--- src/rtl/xlat_pkg.sv ---
package xlat_pkg;
  localparam int VA_W  = 32;
  localparam int OFS_W = 12;
  localparam int VPN_W = VA_W - OFS_W;
  localparam int PFN_W = 20;
  localparam int PA_W  = PFN_W + OFS_W;

  typedef struct packed {
    logic dirty;
    logic refd;
    logic wr_ok;
    logic user;
  } xlat_attr_t;

  typedef struct packed {
    logic [VPN_W-1:0] vpn;
    logic [PFN_W-1:0] pfn;
    xlat_attr_t       attr;
  } xlat_ent_t;
endpackage

--- src/rtl/xlat_store.sv ---
module xlat_store
  import xlat_pkg::*;
#(
  parameter int N = 8
) (
  input  logic             clk,
  input  logic             rst,
  input  logic             flush,
  input  logic             fill_en,
  input  logic [N-1:0]     fill_sel,
  input  xlat_ent_t        fill_ent,
  input  logic             inv_en,
  input  logic [VPN_W-1:0] inv_vpn,
  input  logic [VPN_W-1:0] lk_vpn,
  output logic [N-1:0]     valid_vec,
  output logic [N-1:0]     match_vec,
  output xlat_ent_t        ents [N]
);
  logic [N-1:0] inv_hit;

  for (genvar g = 0; g < N; g++) begin : g_ent
    assign inv_hit[g]   = valid_vec[g] && (ents[g].vpn == inv_vpn);
    assign match_vec[g] = valid_vec[g] && (ents[g].vpn == lk_vpn);

    always_ff @(posedge clk) begin
      if (rst || flush) begin
        valid_vec[g] <= 1'b0;
      end else if (fill_en && fill_sel[g]) begin
        valid_vec[g] <= 1'b1;
      end else if (inv_en && inv_hit[g]) begin
        valid_vec[g] <= 1'b0;
      end
    end

    always_ff @(posedge clk) begin
      if (!flush && fill_en && fill_sel[g]) begin
        ents[g] <= fill_ent;
      end
    end
  end

  AST_RESET_EMPTY: assert property (@(posedge clk) rst |=> (valid_vec == '0));
  AST_FLUSH_EMPTY: assert property (@(posedge clk) disable iff (rst)
    flush |=> (valid_vec == '0));
  AST_INV_GONE: assert property (@(posedge clk) disable iff (rst)
    (inv_en && !flush) |=> ((valid_vec & $past(inv_hit)) == '0));
endmodule

--- src/rtl/xlat_victim.sv ---
module xlat_victim #(
  parameter int N = 8
) (
  input  logic         clk,
  input  logic         rst,
  input  logic         flush,
  input  logic         fill_req,
  input  logic [N-1:0] valid_vec,
  output logic [N-1:0] fill_sel
);
  localparam int IDX_W = (N > 1) ? $clog2(N) : 1;

  logic [IDX_W-1:0] rr_ptr;
  logic [IDX_W-1:0] free_idx;
  logic             full;
  logic             rr_use;

  always_comb begin
    free_idx = '0;
    for (int i = N - 1; i >= 0; i--) begin
      if (!valid_vec[i]) free_idx = IDX_W'(i);
    end
  end

  assign full   = &valid_vec;
  assign rr_use = fill_req && full && !flush;

  always_comb begin
    fill_sel = '0;
    if (fill_req) begin
      if (full) fill_sel[rr_ptr] = 1'b1;
      else      fill_sel[free_idx] = 1'b1;
    end
  end

  always_ff @(posedge clk) begin
    if (rst) begin
      rr_ptr <= '0;
    end else if (rr_use) begin
      rr_ptr <= (rr_ptr == IDX_W'(N - 1)) ? '0 : rr_ptr + 1'b1;
    end
  end

  AST_FILL_ONEHOT: assert property (@(posedge clk) disable iff (rst)
    $onehot0(fill_sel));
  AST_RR_HOLD: assert property (@(posedge clk) disable iff (rst)
    (fill_req && !full) |=> $stable(rr_ptr));
  AST_RR_STEP: assert property (@(posedge clk) disable iff (rst)
    rr_use |=> (rr_ptr == (($past(rr_ptr) == IDX_W'(N - 1)) ? '0 : $past(rr_ptr) + 1'b1)));
endmodule

--- src/rtl/xlat_pick.sv ---
module xlat_pick
  import xlat_pkg::*;
#(
  parameter int N = 8
) (
  input  logic         clk,
  input  logic         rst,
  input  logic [N-1:0] match_vec,
  input  xlat_ent_t    ents [N],
  output logic         hit,
  output logic [PFN_W-1:0] pfn,
  output xlat_attr_t   attr
);
  localparam int IDX_W = (N > 1) ? $clog2(N) : 1;

  logic [IDX_W-1:0] sel_idx;

  always_comb begin
    sel_idx = '0;
    for (int i = N - 1; i >= 0; i--) begin
      if (match_vec[i]) sel_idx = IDX_W'(i);
    end
  end

  assign hit  = |match_vec;
  assign pfn  = hit ? ents[sel_idx].pfn  : '0;
  assign attr = hit ? ents[sel_idx].attr : '0;

  AST_PICK_LOWEST: assert property (@(posedge clk) disable iff (rst)
    hit |-> (match_vec[sel_idx] && ((match_vec & ((N'(1) << sel_idx) - N'(1))) == '0)));
endmodule

--- src/rtl/xlat_cache.sv ---
module xlat_cache
  import xlat_pkg::*;
#(
  parameter int ENTRIES = 8
) (
  input  logic        clk,
  input  logic        rst,
  input  logic [31:0] lk_vaddr,
  output logic        lk_hit,
  output logic [31:0] lk_paddr,
  output logic        lk_dirty,
  output logic        lk_refd,
  output logic        lk_wr_ok,
  output logic        lk_user,
  input  logic        wr_en,
  input  logic        wr_inv,
  input  logic [19:0] wr_vpn,
  input  logic [19:0] wr_pfn,
  input  logic        wr_dirty,
  input  logic        wr_refd,
  input  logic        wr_wr_ok,
  input  logic        wr_user,
  input  logic        flush
);
  logic [ENTRIES-1:0] valid_vec;
  logic [ENTRIES-1:0] match_vec;
  logic [ENTRIES-1:0] fill_sel;
  xlat_ent_t          ents [ENTRIES];
  xlat_ent_t          fill_ent;
  logic               fill_req;
  logic               inv_req;
  logic [PFN_W-1:0]   hit_pfn;
  xlat_attr_t         hit_attr;

  assign fill_req = wr_en && !wr_inv;
  assign inv_req  = wr_en && wr_inv;

  assign fill_ent.vpn  = wr_vpn;
  assign fill_ent.pfn  = wr_pfn;
  assign fill_ent.attr = '{dirty: wr_dirty, refd: wr_refd, wr_ok: wr_wr_ok, user: wr_user};

  xlat_victim #(.N(ENTRIES)) u_victim (
    .clk(clk), .rst(rst), .flush(flush), .fill_req(fill_req),
    .valid_vec(valid_vec), .fill_sel(fill_sel)
  );

  xlat_store #(.N(ENTRIES)) u_store (
    .clk(clk), .rst(rst), .flush(flush),
    .fill_en(fill_req), .fill_sel(fill_sel), .fill_ent(fill_ent),
    .inv_en(inv_req), .inv_vpn(wr_vpn),
    .lk_vpn(lk_vaddr[VA_W-1:OFS_W]),
    .valid_vec(valid_vec), .match_vec(match_vec), .ents(ents)
  );

  xlat_pick #(.N(ENTRIES)) u_pick (
    .clk(clk), .rst(rst), .match_vec(match_vec), .ents(ents),
    .hit(lk_hit), .pfn(hit_pfn), .attr(hit_attr)
  );

  assign lk_paddr = lk_hit ? {hit_pfn, lk_vaddr[OFS_W-1:0]} : '0;
  assign lk_dirty = hit_attr.dirty;
  assign lk_refd  = hit_attr.refd;
  assign lk_wr_ok = hit_attr.wr_ok;
  assign lk_user  = hit_attr.user;

  AST_OFS_PASS: assert property (@(posedge clk) disable iff (rst)
    lk_hit |-> (lk_paddr[11:0] == lk_vaddr[11:0]));
  AST_MISS_QUIET: assert property (@(posedge clk) disable iff (rst)
    !lk_hit |-> (lk_paddr == '0 && !lk_dirty && !lk_refd && !lk_wr_ok && !lk_user));
  AST_HIT_NEEDS_VALID: assert property (@(posedge clk) disable iff (rst)
    lk_hit |-> (valid_vec != '0));
endmodule

--- config.mk ---
export PLATFORM = sky130hd
export DESIGN_NAME = xlat_cache
export DESIGN_NICKNAME = d
export VERILOG_FILES = /design/src/rtl/xlat_pkg.sv /design/src/rtl/xlat_store.sv /design/src/rtl/xlat_victim.sv /design/src/rtl/xlat_pick.sv /design/src/rtl/xlat_cache.sv
export SDC_FILE = /design/constraint.sdc
export NUM_CORES = 1
export LEC_CHECK = 0
export BUFFER_PORTS_ARGS = -buffer_cell sky130_fd_sc_hd__buf_2
export CORE_UTILIZATION = 30
export DETAILED_ROUTE_END_ITERATION = 10
export PLACE_DENSITY = 0.53
export SLEW_MARGIN = 30
export SYNTH_ARGS = -nofsm -noshare
export SYNTH_HDL_FRONTEND = slang
export SYNTH_SLANG_ARGS = --single-unit
--- constraint.sdc ---
create_clock -name clk -period 10 [get_ports clk]
set_clock_uncertainty 0.1 [all_clocks]
set_input_delay 1 -clock clk [delete_from_list [all_inputs] [get_ports clk]]
set_output_delay 1 -clock clk [all_outputs]
set_load 0.005 [all_outputs]
==> results of run 1 <==
[synthesized netlist by cell type (17+ instances only)]
| cell | n | share of area (%) |
|---|---|---|
| a41o_1 | 48 | 2.7 |
| mux2i_1 | 25 | 1.4 |
| nand4_1 | 45 | 1.6 |
| xor2_1 | 171 | 8.6 |
| edfxtp_1 | 352 | 60 |
| nor4_1 | 40 | 1.4 |
| clkbuf_1 | 43 | 0.92 |
| buf_2 | 17 | 0.49 |
| xnor2_1 | 149 | 7.5 |
| and2_1 | 49 | 1.8 |
| a21boi_0 | 48 | 2.1 |
| a221oi_2 | 40 | 3.4 |
[stage by stage]
step           hold slack [ns]  std cells  setup WS (ns)
2_1_floorplan            0.374       1204           5.66
3_3_place_gp             0.462       2012           4.07
3_5_place_dp             0.463       2013           4.06
4_1_cts                  0.472       2086           4.07
5_1_grt                  0.492       2086           3.83
6_report                 0.480       2086           4.02
[worst max-delay path, delay by kind of cell]
family | cells | cell delay (ns)
and+or+nand+nor | 5 | 1.58
xor gates and xnor gates | 1 | 0.18
buffers and inverters | 4 | 1.50
AOI/OAI and AO/OA | 1 | 0.37
muxes | 1 | 0.18
[cell families (layout without fill, tap and decap cells)]
group / count (synthesis) / in the layout / synth area share [%]
flip-flops: 363 / 363 / 61.7
XOR/XNOR: 320 / 320 / 16.0
AND/OR/NAND/NOR: 221 / 221 / 7.69
AO/OA/AOI/OAI: 179 / 179 / 10.0
buffers and inverters: 94 / 211 / 2.98
multiplexers: 25 / 25 / 1.43
adder cells (fa/ha/maj): 2 / 2 / 0.143
[per-layer routing]
| metal | part of all wire [%] | vias up | GRT usage, % | wire length [um] |
|---|---|---|---|---|
| li1 | - | 4755 | - | - |
| met1 | 44 | 5279 | 22.6 | 22600 |
| met2 | 49 | 265 | 28.7 | 25100 |
| met3 | 5.9 | 57 | 3.99 | 3070 |
| met4 | 1.8 | 4 | 4.13 | 922 |
| met5 | 0.048 | - | 0 | 25 |
[worst min path at each step]
stage | to | from | cells after the start | slack (ns)
3_3_place_gp | u_store.valid_vec[7] | u_store.valid_vec[7] | 2 | 0.46
4_1_cts | u_store.valid_vec[7] | u_store.valid_vec[7] | 2 | 0.47
5_1_grt | u_store.valid_vec[7] | u_store.valid_vec[7] | 2 | 0.49
2_1_floorplan | u_store.valid_vec[4] | u_store.valid_vec[4] | 2 | 0.37
6_report | u_store.valid_vec[7] | u_store.valid_vec[7] | 2 | 0.48
3_5_place_dp | u_store.valid_vec[7] | u_store.valid_vec[7] | 2 | 0.46
[flip-flops by register name, summed over array words and instances (netlist names)]
register           count
u_victim.rr_ptr        3
u_store.valid_vec      8
u_store.ents         352
[layout make-up]
type / instances / area (um^2) / share of cell area, %
sequential: 363 / 10800 / 53.8
multi-input combinational: 747 / 6290 / 31.4
clock buffer: 51 / 1080 / 5.41
tap: 765 / 957 / 4.78
timing repair buffer: 133 / 726 / 3.62
clock inverter: 22 / 174 / 0.868
inverter: 5 / 18.8 / 0.0936
[power by group through the flow]
stage / sequential [mW] / clock (mW) / combinational [mW]
global placement: 1.71 / 0 / 0.167
global route: 1.68 / 1.53 / 0.178
CTS: 1.68 / 1.48 / 0.168
floorplan: 1.71 / 0 / 0.0897
detailed placement: 1.71 / 0 / 0.167
finish: 1.68 / 1.45 / 0.168
==> metrics.txt, run 1 <==
# TYPE chip_impl_metric gauge
chip_impl_metric{name="routedWlPerCell",unit="um"} 24.8
chip_impl_metric{name="finalHoldViolations",unit=""} 0
chip_impl_metric{name="die-width",unit="um"} 243
chip_impl_metric{name="fraction_of_power_consumed_by_the_clock_network",unit="%"} 44.1
chip_impl_metric{name="floorplan.core_area",unit="um^2"} 57700
chip_impl_metric{name="postSynthCellCount",unit=""} 1204
chip_impl_metric{name="gp_congestion",unit=""} 0.899
chip_impl_metric{name="finalCoreUtilization",unit="%"} 34.7
chip_impl_metric{name="floorplan.io_pins",unit=""} 118
chip_impl_metric{name="report.final.setup_viol",unit=""} 0
chip_impl_info{name="r2r-end",value="u_store.ents[300]"} 1
chip_impl_metric{name="post-route-cell-area",unit="um^2"} 20000
chip_impl_info{name="worst_setup_path_startpoint",value="lk_vaddr[18]"} 1
chip_impl_info{name="most-common-layout-cells",value="352 x edfxtp_1, 171 x xor2_1, 149 x xnor2_1, 117 x buf_2"} 1
chip_impl_metric{name="synth.distinct_cells",unit=""} 44
chip_impl_metric{name="grt_max_degree",unit=""} 99
chip_impl_metric{name="total_power",unit="mW"} 3.30
chip_impl_metric{name="avg_inst_size_synth",unit="um^2"} 14.5
chip_impl_metric{name="worst-endpoint-arrival",unit="ns"} 4.88
chip_impl_metric{name="critical-path-max-stage-delay",unit="ns"} 0.54
chip_impl_metric{name="post-route-period-util",unit="%"} 59.8
chip_impl_metric{name="clock_pin_slew_of_the_registers_on_the_worst_case_setup_and_hold_paths",unit="ns"} 0.06
chip_impl_metric{name="io_buffer_count",unit=""} 117
chip_impl_info{name="mostFrequentLayoutCell",value="edfxtp_1"} 1
chip_impl_metric{name="post_cts_resize_count",unit=""} 0
chip_impl_metric{name="switching_share",unit="%"} 22.7
chip_impl_metric{name="postRouteAntennaNets",unit=""} 0
chip_impl_metric{name="postSynth.asyncResetShare",unit="%"} 0
chip_impl_metric{name="synth_seq_cells",unit=""} 363
chip_impl_metric{name="finalNetCount",unit=""} 1374
chip_impl_metric{name="global_route.usage.total",unit="%"} 17.2
chip_impl_metric{name="start_util",unit="%"} 30.3
chip_impl_metric{name="setup-tns-final",unit="ns"} 0
chip_impl_info{name="outcome",value="finished, final reports clean"} 1
chip_impl_metric{name="fp-row-count",unit=""} 88
chip_impl_metric{name="grt_antenna_before_repair",unit=""} 2
chip_impl_metric{name="dr.first_iter.drc_count",unit=""} 785
chip_impl_info{name="crit_end",value="lk_paddr[24]"} 1
chip_impl_info{name="synth_ff_type",value="edfxtp_1"} 1
chip_impl_metric{name="worst-slew-pin-transition",unit="ns"} 0.954
chip_impl_metric{name="synth_enable_flop_cells",unit=""} 352
chip_impl_metric{name="post_cts_buffers",unit=""} 0
chip_impl_metric{name="first_global_vias",unit=""} 10400
chip_impl_info{name="slowest_stage",value="nor4_2"} 1
chip_impl_metric{name="fmaxAchievable",unit="MHz"} 167
chip_impl_metric{name="setup.reg_to_reg.worst_slack",unit="ns"} 6.66
chip_impl_metric{name="antenna_cell_count",unit=""} 0
chip_impl_info{name="cts_tree",value="built"} 1
chip_impl_metric{name="firstDrtPassIters",unit=""} 5
chip_impl_metric{name="synthesis.area",unit="um^2"} 17500
chip_impl_metric{name="maxCapViolCount",unit=""} 0
chip_impl_metric{name="comb_power_share",unit="%"} 5.1
chip_impl_metric{name="wl",unit="um"} 51700
chip_impl_metric{name="numCtsBuffers",unit=""} 41
chip_impl_metric{name="dp_hpwl",unit="um"} 33300
chip_impl_metric{name="grt.overflow.total",unit=""} 0
chip_impl_metric{name="post_cts_hold_buffer_count",unit=""} 0
chip_impl_info{name="min_path_type",value="reg -> reg"} 1
chip_impl_metric{name="irDropWorstVdd",unit="V"} 0.000142
chip_impl_metric{name="grt_first_pass_wirelength",unit="um"} 74400
chip_impl_info{name="unrepaired_setup_endpoints_after_global_routing",value="no"} 1
chip_impl_metric{name="via_count_of_the_routed_design",unit=""} 10400
chip_impl_metric{name="slew_hr",unit="%"} 35.8
chip_impl_metric{name="route.detailed.drc",unit=""} 0
chip_impl_info{name="worst_setup_path_end_kind",value="primary output"} 1
chip_impl_metric{name="power.switching",unit="uW"} 748
chip_impl_metric{name="fillerInstances",unit=""} 5618
chip_impl_metric{name="fp.dieArea",unit="um^2"} 59300
chip_impl_info{name="critical_path_class",value="in -> out"} 1
chip_impl_metric{name="final_layout_size_suffix_gt1_share",unit="%"} 18.9
chip_impl_metric{name="htree_num_levels",unit=""} 2
chip_impl_metric{name="postSynthNetCount",unit=""} 1287
chip_impl_info{name="ctsRootBufferMaster",value="clkbuf_16"} 1
chip_impl_metric{name="synth.yosys.warnings",unit=""} 0
chip_impl_info{name="worstSetupStartpointType",value="primary input"} 1
chip_impl_metric{name="power_density",unit="nW/um^2"} 165
chip_impl_metric{name="internal_power",unit="mW"} 2.55
chip_impl_metric{name="chipHeight",unit="um"} 243
chip_impl_metric{name="depth_of_the_worst_register_to_register_path",unit=""} 7
chip_impl_metric{name="power.leakage",unit="nW"} 6.83
chip_impl_metric{name="pwr-share-seq",unit="%"} 50.9
chip_impl_metric{name="period_needed",unit="ns"} 5.98
chip_impl_metric{name="post_drt_via_cell_ratio",unit=""} 4.97
chip_impl_metric{name="dpl_cell_area",unit="um^2"} 18800
chip_impl_metric{name="tritoncts_sinks",unit=""} 363
chip_impl_metric{name="synth-seq-area-share",unit="%"} 61.7
chip_impl_metric{name="drv_slew",unit=""} 0
chip_impl_metric{name="worstPathMaxFanout",unit=""} 67
chip_impl_metric{name="required",unit="ns"} 8.90
chip_impl_info{name="reg_to_reg_critical_path_startpoint",value="u_store.valid_vec[2]"} 1
chip_impl_metric{name="clock_insertion_delay_worst_skew",unit="ns"} 0.57
chip_impl_info{name="timing.critical_path.cells",value="buf_2, xnor2_1, nand4_1, nor4_2, nand4_4, buf_4, nand2_2, nor4b_4, buf_4, a221oi_2, mux2i_1, buf_2"} 1
chip_impl_metric{name="flow.area_growth_from_synthesis",unit="%"} 14.6
chip_impl_metric{name="cts-root-to-sink-buffers",unit=""} 3
Note: power is estimated with default switching activity, not from simulation.
==> inputs of run 2 (changes only) <==
- ABC_AREA: unset -> 1
- clock period: 10 -> 5.6 ns (I/O delays scaled with it)
==> run 2 against run 1 <==
Against the previous run: count of clock-buffer cells in the layout stayed put; sequential power is 77% higher; die area is 12% higher; combinational power is 120% higher; flip-flop and latch count stayed put; utilization is 0.079 points lower; critical path depth is 1 higher; design area is 12% higher; clock power is 97% higher; non-clock buffer count is 7 higher; critical endpoint is now lk_dirty; largest power group unchanged; highest routed layer unchanged.
==> metrics.txt, run 2 <==
# TYPE chip_impl_metric gauge
chip_impl_info{name="outcome",value="finished, final reports clean"} 1
chip_impl_metric{name="post_cts_resize_count",unit=""} 0
chip_impl_metric{name="clock_pin_slew_of_the_registers_on_the_worst_case_setup_and_hold_paths",unit="ns"} 0.05
chip_impl_metric{name="finalHoldViolations",unit=""} 0
chip_impl_metric{name="flow.area_growth_from_synthesis",unit="%"} 14.1
chip_impl_metric{name="routedWlPerCell",unit="um"} 24.0
chip_impl_metric{name="postSynthCellCount",unit=""} 2143
chip_impl_metric{name="worstPathMaxFanout",unit=""} 49
chip_impl_info{name="unrepaired_setup_endpoints_after_global_routing",value="no"} 1
chip_impl_metric{name="synth.yosys.warnings",unit=""} 0
chip_impl_metric{name="synth.distinct_cells",unit=""} 45
chip_impl_metric{name="place_inst",unit=""} 3055
chip_impl_info{name="worstSetupStartpointType",value="primary input"} 1
chip_impl_metric{name="chipHeight",unit="um"} 258
chip_impl_metric{name="grt.overflow.total",unit=""} 0
chip_impl_metric{name="route.detailed.drc",unit=""} 0
chip_impl_metric{name="power.switching",unit="mW"} 1.50
chip_impl_metric{name="fraction_of_power_consumed_by_the_clock_network",unit="%"} 46.0
chip_impl_info{name="critical_path_class",value="in -> out"} 1
chip_impl_metric{name="worst-slew-pin-transition",unit="ns"} 0.985
chip_impl_metric{name="start_util",unit="%"} 30.4
chip_impl_metric{name="fillerInstances",unit=""} 6636
chip_impl_metric{name="synth_enable_flop_cells",unit=""} 352
chip_impl_info{name="yosys.area.top_type",value="edfxtp_1"} 1
chip_impl_metric{name="avg_inst_size_synth",unit="um^2"} 9.15
chip_impl_info{name="ctsRootBufferMaster",value="clkbuf_16"} 1
chip_impl_metric{name="dp_hpwl",unit="um"} 55000
chip_impl_info{name="synth_ff_type",value="edfxtp_1"} 1
chip_impl_metric{name="synthesis.area",unit="um^2"} 19600
chip_impl_metric{name="critical-path-max-stage-delay",unit="ns"} 0.76
chip_impl_metric{name="numCtsBuffers",unit=""} 44
chip_impl_metric{name="grt_max_degree",unit=""} 54
chip_impl_metric{name="final_layout_size_suffix_gt1_share",unit="%"} 12.5
chip_impl_metric{name="drv_slew",unit=""} 0
chip_impl_metric{name="grt_first_pass_wirelength",unit="um"} 109000
chip_impl_info{name="critical-path-top-delay-family",value="simple AND/OR/NAND/NOR gates"} 1
chip_impl_metric{name="clock_insertion_delay_worst_skew",unit="ns"} 0.60
chip_impl_info{name="max_flop_register",value="u_store.ents"} 1
chip_impl_metric{name="internal_power",unit="mW"} 4.71
chip_impl_metric{name="post_drt_via_cell_ratio",unit=""} 5.12
chip_impl_metric{name="power_density",unit="nW/um^2"} 278
chip_impl_info{name="min_path_type",value="in -> reg"} 1
chip_impl_info{name="most-common-layout-cells",value="533 x nand2_1, 352 x edfxtp_1, 268 x inv_1, 229 x nand3_1, 177 x nor2_1"} 1
chip_impl_metric{name="period_needed",unit="ns"} 4.55
chip_impl_metric{name="postSynth.asyncResetShare",unit="%"} 0
chip_impl_metric{name="report.final.setup_viol",unit=""} 0
chip_impl_info{name="synth_area_leaders",value="edfxtp_1 54%, nand2_1 10%, nand3_1 5.8%, inv_1 5.1%, nor2_1 3.5%"} 1
chip_impl_metric{name="post-synth-top-area-fraction",unit="%"} 53.9
chip_impl_metric{name="htree_num_levels",unit=""} 2
chip_impl_metric{name="floorplan.core_area",unit="um^2"} 64600
chip_impl_info{name="cts_tree",value="built"} 1
chip_impl_info{name="timing.critical_path.cells",value="buf_2, inv_2, or2_0, nand4_1, nor4_1, nand4_1, buf_4, nand2_1, a21oi_4, nand3_1, nand3_1, nand2_1, buf_2"} 1
chip_impl_metric{name="floorplan.io_pins",unit=""} 118
chip_impl_metric{name="synth-seq-area-share",unit="%"} 55.0
chip_impl_metric{name="fp.dieArea",unit="um^2"} 66400
chip_impl_metric{name="worst-endpoint-arrival",unit="ns"} 3.89
chip_impl_metric{name="comb_power_share",unit="%"} 6.0
chip_impl_metric{name="post_cts_hold_buffer_count",unit=""} 0
chip_impl_metric{name="grt_antenna_before_repair",unit=""} 4
chip_impl_metric{name="first_global_vias",unit=""} 16200
chip_impl_metric{name="finalNetCount",unit=""} 2329
chip_impl_metric{name="die-width",unit="um"} 258
chip_impl_info{name="hp-start",value="rst"} 1
chip_impl_info{name="yosys.cell_count.top_type",value="nand2_1"} 1
chip_impl_info{name="reg.largest.list",value="u_store.ents x352, u_store.valid_vec x8, u_victim.rr_ptr x3"} 1
chip_impl_metric{name="tritoncts_sinks",unit=""} 363
chip_impl_info{name="slowest_stage",value="a21oi_4"} 1
chip_impl_metric{name="required",unit="ns"} 4.94
chip_impl_metric{name="postRouteAntennaNets",unit=""} 0
chip_impl_info{name="mostFrequentLayoutCell",value="nand2_1"} 1
chip_impl_metric{name="instances_no_fill",unit=""} 3136
chip_impl_metric{name="postSynthNetCount",unit=""} 2226
chip_impl_metric{name="gp_congestion",unit=""} 0.983
chip_impl_metric{name="cts-root-to-sink-buffers",unit=""} 3
chip_impl_metric{name="post_cts_buffers",unit=""} 0
chip_impl_metric{name="slew_hr",unit="%"} 33.6
chip_impl_metric{name="switching_share",unit="%"} 24.1
chip_impl_metric{name="synth_seq_cells",unit=""} 363
chip_impl_info{name="worst_setup_path_end_kind",value="primary output"} 1
chip_impl_metric{name="pwr-share-seq",unit="%"} 48.0
chip_impl_metric{name="power.leakage",unit="nW"} 9.05
chip_impl_metric{name="fmaxAchievable",unit="MHz"} 220
chip_impl_metric{name="wl",unit="um"} 75300
chip_impl_metric{name="global_route.usage.total",unit="%"} 22.4
chip_impl_metric{name="post-route-period-util",unit="%"} 81.2
chip_impl_metric{name="firstDrtPassIters",unit=""} 8
chip_impl_metric{name="maxCapViolCount",unit=""} 0
chip_impl_metric{name="dr.first_iter.drc_count",unit=""} 1513
chip_impl_metric{name="fp-row-count",unit=""} 93
chip_impl_info{name="worst_setup_path_startpoint",value="lk_vaddr[25]"} 1
chip_impl_metric{name="path_buf_inv",unit=""} 4
chip_impl_info{name="synthTopCellsByCount",value="533 x nand2_1, 352 x edfxtp_1, 268 x inv_1"} 1
chip_impl_metric{name="largest_reg_flops",unit=""} 352
chip_impl_metric{name="setup-tns-final",unit="ns"} 0
chip_impl_metric{name="io_buffer_count",unit=""} 117
chip_impl_metric{name="via_count_of_the_routed_design",unit=""} 16100
chip_impl_metric{name="irDropWorstVdd",unit="V"} 0.000190
chip_impl_info{name="reg_to_reg_critical_path_startpoint",value="u_store.valid_vec[0]"} 1
-- run 2: worst paths after layout --
path | endpoint | slack (ns) | depth (start not counted)
worst max-delay path | lk_dirty | 1.05 | 13
worst min-delay path | u_victim.rr_ptr[1] | 0.07 | 2
worst max register to register | u_store.ents[299] | 2.15 | 9
worst min register to register | u_store.valid_vec[4] | 0.43 | 2
-- run 2: per-stage QoR --
stage / setup WS, ns / area (um^2) / utilization [%] / total power, mW / hold WS, ns
detailed placement: 1.07 / 21000 / 32.4 / 3.41 / 0.410
global placement: 1.01 / 20900 / 32.4 / 3.41 / 0.410
CTS: 0.998 / 22400 / 34.7 / 6.27 / 0.0450
floorplan: 2.01 / 19600 / - / 3.23 / 0.365
finish: 1.05 / 22400 / 34.7 / 6.21 / 0.0656
global route: 0.882 / 22400 / 34.7 / 6.40 / 0.0631
-- run 2: final cells by class --
class,instances,area (um^2),share of cell area [%]
Sequential cell,363,10800,48.2
Clock inverter,29,299,1.34
Clock buffer,51,1130,5.04
Antenna cell,1,2.50,0.0112
Timing Repair Buffer,140,758,3.39
Multi-Input combinational cell,1409,7250,32.4
Inverter,288,1080,4.84
Tap cell,855,1070,4.78
-- run 2: power by group through the flow --
stage	logic, mW	registers, mW	clock network [mW]
floorplan	0.191	3.04	0
global placement	0.365	3.04	0
detailed placement	0.366	3.04	0
CTS	0.367	2.98	2.92
global route	0.399	2.98	3.02
finish	0.373	2.98	2.86
-- run 2: cells by family (layout without fill, tap and decap cells) --
group,after synthesis,after routing,synth area share [%]
buffers and inverters,371,508,8.39
DFF,363,363,55.0
other,0,1,0
adders and majority gates,2,2,0.128
AOI/OAI and AO/OA,185,185,6.01
and+or+nand+nor,1111,1111,25.5
xor gates and xnor gates,111,111,4.96
-- run 2: layer usage --
| layer | global-route usage (%) | wire [um] | part of all wire [%] | up-vias |
|---|---|---|---|---|
| met5 | 0 | 38 | 0.050 | - |
| met1 | 28.8 | 31600 | 42 | 7809 |
| li1 | - | - | - | 7459 |
| met4 | 10.1 | 3590 | 4.8 | 6 |
| met2 | 37.3 | 35700 | 47 | 637 |
| met3 | 3.37 | 4400 | 5.8 | 154 |
